<file path="src/rtl/hsd_pkg.sv">
package hsd_pkg;
  typedef struct packed {
    logic ot;
    logic tr;
    logic trs;
    logic uv;
    logic ol_on;
    logic out_hi;
  } hsd_flags_t;

  localparam int unsigned FLAG_W = $bits(hsd_flags_t);
  // undervoltage assumed until the real flag has crossed the synchronizer
  localparam hsd_flags_t FLAGS_RST = '{ot: 1'b0, tr: 1'b0, trs: 1'b0, uv: 1'b1,
                                       ol_on: 1'b0, out_hi: 1'b0};
endpackage

</file>
<file path="src/rtl/hsd_flag_sync.sv">
module hsd_flag_sync #(
  parameter int unsigned W = 6,
  parameter logic [W-1:0] RST_VAL = '0
) (
  input  logic         clk_i,
  input  logic         rst_ni,
  input  logic [W-1:0] d_i,
  output logic [W-1:0] q_o
);
  for (genvar i = 0; i < W; i++) begin : g_bit
    logic [1:0] pipe;
    always_ff @(posedge clk_i or negedge rst_ni) begin
      if (!rst_ni) pipe <= {2{RST_VAL[i]}};
      else         pipe <= {pipe[0], d_i[i]};
    end
    assign q_o[i] = pipe[1];
  end
endmodule

</file>
<file path="src/rtl/hsd_delay_timer.sv">
module hsd_delay_timer #(
  parameter int unsigned DELAY = 20
) (
  input  logic clk_i,
  input  logic rst_ni,
  input  logic run_i,
  output logic done_o
);
  localparam int unsigned CW = $clog2(DELAY + 1);
  localparam logic [CW-1:0] LIM = CW'(DELAY);

  logic [CW-1:0] cnt;

  always_ff @(posedge clk_i or negedge rst_ni) begin
    if (!rst_ni)         cnt <= '0;
    else if (!run_i)     cnt <= '0;
    else if (cnt != LIM) cnt <= cnt + 1'b1;
  end

  assign done_o = (cnt == LIM);


  restart_chk: assert property (@(posedge clk_i) disable iff (!rst_ni)
    done_o |-> $past(run_i));
endmodule

</file>
<file path="src/rtl/hsd_switch_diag.sv">
module hsd_switch_diag
  import hsd_pkg::*;
#(
  parameter int unsigned T_SDL = 20,
  parameter int unsigned T_DOL = 200,
  parameter int unsigned T_POL = 500,
  parameter int unsigned T_STK = 200
) (
  input  logic clk_i,
  input  logic rst_ni,
  input  logic cmd_i,
  input  logic stat_dis_i,
  input  logic ot_i,
  input  logic tr_i,
  input  logic trs_i,
  input  logic uv_i,
  input  logic ol_on_i,
  input  logic out_hi_i,
  output logic gate_o,
  output logic stat_pull_o,
  output logic stat_hiz_o
);
  hsd_flags_t raw, flg;

  assign raw = '{ot: ot_i, tr: tr_i, trs: trs_i, uv: uv_i,
                 ol_on: ol_on_i, out_hi: out_hi_i};

  hsd_flag_sync #(.W(FLAG_W), .RST_VAL(FLAGS_RST)) u_sync (
    .clk_i, .rst_ni, .d_i(raw), .q_o(flg)
  );

  logic cmd_q, fall;
  logic tsd_q, therm_rpt_q, pol_act_q, armed_q;
  logic sdl_done, dol_done, pol_done, stk_done;
  logic run_sdl, run_dol, run_pol, run_stk, pol_start;
  logic pull_th, pull_ol, pull_stk;

  assign fall = cmd_q & ~cmd_i;

  // priority: undervoltage, then thermal, then load faults
  assign run_sdl   = tsd_q & cmd_i & ~flg.uv;
  assign run_dol   = cmd_i & ~flg.uv & ~tsd_q & flg.ol_on;
  assign pol_start = fall & dol_done & ~flg.uv & ~tsd_q;
  assign run_pol   = (pol_act_q | pol_start) & ~cmd_i & ~flg.uv;
  assign run_stk   = (armed_q | fall) & ~cmd_i & flg.out_hi & ~flg.uv;

  hsd_delay_timer #(.DELAY(T_SDL)) u_sdl (.clk_i, .rst_ni, .run_i(run_sdl), .done_o(sdl_done));
  hsd_delay_timer #(.DELAY(T_DOL)) u_dol (.clk_i, .rst_ni, .run_i(run_dol), .done_o(dol_done));
  hsd_delay_timer #(.DELAY(T_POL)) u_pol (.clk_i, .rst_ni, .run_i(run_pol), .done_o(pol_done));
  hsd_delay_timer #(.DELAY(T_STK)) u_stk (.clk_i, .rst_ni, .run_i(run_stk), .done_o(stk_done));

  always_ff @(posedge clk_i or negedge rst_ni) begin
    if (!rst_ni) begin
      cmd_q       <= 1'b0;
      tsd_q       <= 1'b0;
      therm_rpt_q <= 1'b0;
      pol_act_q   <= 1'b0;
      armed_q     <= 1'b0;
    end else begin
      cmd_q <= cmd_i;
      // automatic restart once cooled to the restart flag
      if (flg.ot)      tsd_q <= 1'b1;
      else if (flg.tr) tsd_q <= 1'b0;
      // status fault holds until the colder release flag
      if (sdl_done)                  therm_rpt_q <= 1'b1;
      else if (flg.trs && !tsd_q)    therm_rpt_q <= 1'b0;
      if (cmd_i || flg.uv || tsd_q || pol_done) pol_act_q <= 1'b0;
      else if (pol_start)                       pol_act_q <= 1'b1;
      if (cmd_i || flg.uv) armed_q <= 1'b0;
      else if (fall)       armed_q <= 1'b1;
    end
  end

  assign pull_th  = (therm_rpt_q | sdl_done) & cmd_i;
  assign pull_ol  = (dol_done | (pol_act_q & ~pol_done)) & ~tsd_q;
  assign pull_stk = stk_done & ~cmd_i & ~tsd_q;

  assign gate_o      = cmd_i & ~flg.uv & ~tsd_q;
  assign stat_hiz_o  = stat_dis_i;
  assign stat_pull_o = ~stat_dis_i & ~flg.uv & (pull_th | pull_ol | pull_stk);


  uv_quiet_chk: assert property (@(posedge clk_i) disable iff (!rst_ni)
    flg.uv |-> (!gate_o && !stat_pull_o));

  ot_forces_off_chk: assert property (@(posedge clk_i) disable iff (!rst_ni)
    $past(flg.ot) |-> !gate_o);

  therm_release_chk: assert property (@(posedge clk_i) disable iff (!rst_ni)
    $fell(therm_rpt_q) |-> $past(flg.trs));

  ol_rise_chk: assert property (@(posedge clk_i) disable iff (!rst_ni)
    $rose(pull_ol) |-> $past(cmd_i));

  stk_rise_chk: assert property (@(posedge clk_i) disable iff (!rst_ni)
    $rose(pull_stk) |-> $past(!cmd_i));

  stat_excl_chk: assert property (@(posedge clk_i) disable iff (!rst_ni)
    $onehot0({stat_pull_o, stat_hiz_o}));
endmodule

</file>
<file path="config.mk">
export PLATFORM = sky130hd
export DESIGN_NAME = hsd_switch_diag
export DESIGN_NICKNAME = d
export VERILOG_FILES = /design/src/rtl/hsd_pkg.sv /design/src/rtl/hsd_flag_sync.sv /design/src/rtl/hsd_delay_timer.sv /design/src/rtl/hsd_switch_diag.sv
export SDC_FILE = /design/constraint.sdc
export NUM_CORES = 1
export LEC_CHECK = 0
export CAP_MARGIN = 20
export CORE_ASPECT_RATIO = 0.8
export CORE_UTILIZATION = 55
export DETAILED_ROUTE_END_ITERATION = 8
export GPL_TIMING_DRIVEN = 1
export PLACE_DENSITY = 0.73
export SLEW_MARGIN = 20
export SYNTH_ARGS = -nofsm -noshare
export SYNTH_HDL_FRONTEND = slang
export SYNTH_SLANG_ARGS = --single-unit
</file>
<file path="constraint.sdc">
create_clock -name clk_i -period 1.9 [get_ports clk_i]
set_clock_uncertainty 0.1 [all_clocks]
set_input_delay 0.285 -clock clk_i [delete_from_list [all_inputs] [get_ports clk_i]]
set_output_delay 0.285 -clock clk_i [all_outputs]
set_load 0.02 [all_outputs]
</file>
==> flow_summary.toml <==
[status]
outcome = "finished, violations left"
violations = "setup timing"

[layout]
layoutNonFillerInstCount = 295
drive_above_1_share_pct = 29.25
nets = 270
diodes = 0
syn2layout_area_growth_pct = 31.39
finalInstanceArea_mm2 = 0.002791
utilization_pct = 78.28

[timing]
period_minus_slack_ns = 2.194
finalHoldWorstSlack_ns = 0.2552
period_share_pct = 115.5
finalSetupViolations = 1
rsz0062_at_grt = "true"
slew_viol_final = 0
setup_tns_ns = -0.2944
hold_viol_final = 0
clock.fmax_ghz = 0.4557
slew_headroom_pct = 70.80
tightest_slew_ns = 0.4379
fin_ws_ns = -0.2944

[clock_network]
cts_num_sinks = 47
clk_latency_ns = 0.30
cts_buffer_depth = 2
cts_tree = "yes"
clk_pin_slew_ns = 0.08
htree_num_levels = 2
cts_root_buf = "clkbuf_8"
cts_inserted_buffers = 5

[grt]
grt_use_met2_pct = 39.73
antenna_found_initial = 0
overflow = 0
grt.total_usage_pct = 23.04
grtUsageMet3_pct = 5.830
grt_max_degree = 48
grt_first_pass_wirelength_mm = 7.189
top_usage_layer = "met2"
grt_pass1_vias = 1629
grt_use_met1_pct = 28.79

[floorplan]
start_util_pct = 59.58
coreArea_mm2 = 0.003566
io_pins = 13
dieArea_mm2 = 0.004117
core.rowCount = 19
die_x_um = 71.49
die_h_um = 57.59

[worst_setup_path]
critical_path_class = "reg -> out"
cp_top_family = "simple AND/OR/NAND/NOR gates"
path_buf_inv = 1
arrival_ns = 1.81
path_cells = "or3_1 > nor3_2 > o21bai_1 > a311oi_4 > buf_6"
crit_fanout = 3
cp_slowest_cell = "or3_1"
slowest_delay_ns = 0.43
endpoint_kind = "primary output"
crit_required_ns = 1.51
crit_path_start_kind = "register"

[yosys]
syn-cell-area_mm2 = 0.002125
yosysWarnings = 0
ys_async_sr_fraction_pct = 100.0
synth-edff-count = 0
yosysSeqAreaShare_pct = 55.48
synth_seq_cells = 47
yosys-top-cells-count = "dfrtp_1 (45), nor2_1 (32), nand3_1 (14), inv_1 (12), xor2_1 (11)"
synth_top_area_share_pct = 53.00
synth_ff_type = "dfrtp_1"
synth_cell_type_count = 37
syn_inst = 189
synth_top_area_cell = "dfrtp_1"
synthTopCellsByArea = "dfrtp_1 (53%), nor2_1 (5.7%), ha_1 (4.7%), xor2_1 (4.5%), xnor2_1 (4.1%)"
synth_nets = 207
syn_area_per_cell_um2 = 11.24
synth_most_common_cell = "dfrtp_1"

[placed_design]
post_dp_cell_area_mm2 = 0.002634
gp_congestion = 0.8723
placedCellCount = 285
io_buffers = 12
place_ws_ns = -0.4989
hpwl_mm = 2.986

[detailed_routing]
vias_per_cell = 5.285
vias = 1559
drt-total-wl_mm = 4.086
first_iter_violations = 38
first_pass_iters = 4
wl_per_cell_um = 13.85
drc = 0
antenna_left = 0

[flow_run]
maxCapViolCount = 0

[pwr]
power_per_cell_area_mw_per_mm2 = 662.6
total_power_mw = 1.850
irDropWorstVdd_mv = 0.7452
leakage_nw = 1.257

[worst_hold_path]
hold_path_class = "reg -> reg"
[area by class of cell]
cell class | count | area (um2)
Sequential cell | 47 | 1179
Multi-Input combinational cell | 129 | 938.4
Fill cell | 216 | 774.5
Timing Repair Buffer | 57 | 464.2
Clock buffer | 5 | 68.82
Tap cell | 42 | 52.55
Inverter | 12 | 45.04
Clock inverter | 3 | 43.79
[state kept, by name (all words and copies together) (netlist names)]
register           cells
u_sync.g_bit.pipe     12
u_pol.cnt              9
u_dol.cnt              8
u_stk.cnt              8
u_sdl.cnt              5
armed_q                1
cmd_q                  1
pol_act_q              1
therm_rpt_q            1
tsd_q                  1
[power breakdown]
part | switching, mW | total [mW] | internal, mW
logic | 0.0485 | 0.0922 | 0.0437
clock network | 0.337 | 0.728 | 0.392
registers | 0.00907 | 1.03 | 1.02
total | 0.394 | 1.85 | 1.46
[logic make-up (layout without fill, tap and decap cells)]
family	Yosys count	count (layout)	share of synthesized area [%]
AOI/OAI and AO/OA	14	14	4.299
xor gates and xnor gates	21	21	8.657
adders and majority gates	8	8	4.712
buffers and inverters	13	77	2.473
DFF	47	47	55.48
muxes	3	3	1.472
and+or+nand+nor	83	83	22.91
[layer usage]
layer	wire length, um	vias to the layer above	share of wire [%]
li1	-	754	-
met4	83	0	2.0
met5	0	-	0
met3	131	10	3.2
met1	1823	766	45
met2	2047	29	50
[final timing paths]
path / startpoint / endpoint / slack, ns / depth (start not counted)
worst max register to register: u_dol.cnt[0] / u_pol.cnt[2] / 0.23 / 7
worst min-delay path: u_sync.g_bit[4].pipe[0] / u_sync.g_bit[4].pipe[1] / 0.26 / 0
max in group asynchronous: rst_ni / u_sync.g_bit[2].pipe[1] / 1.05 / 3
worst min register to register: u_sync.g_bit[4].pipe[0] / u_sync.g_bit[4].pipe[1] / 0.26 / 0
worst max-delay path: u_stk.cnt[4] / stat_pull_o / -0.29 / 5
min in group asynchronous: rst_ni / u_dol.cnt[6] / 0.39 / 3
[what timing repair did]
item,4_1_cts,5_1_grt
gates cloned,0,0
resized for setup,15,4
hold buffers,1,0
pin swaps,1,1
endpoints found under the setup margin,2,2
endpoints found under the hold margin,45,0
buffers inserted,1,0
[placed cells by master (no fill, tap or decap), drive strengths merged, types with 5 or more instances in the layout]
master,count
inv,12
nor2,34
dfrtp,45
ha,8
buf,47
xor2,11
nor3,5
xnor2,10
clkdlybuf4s50,9
clkbuf,5
nand3,14
nand2,8
a21oi,6
Power figures use the tool's default switching activity.
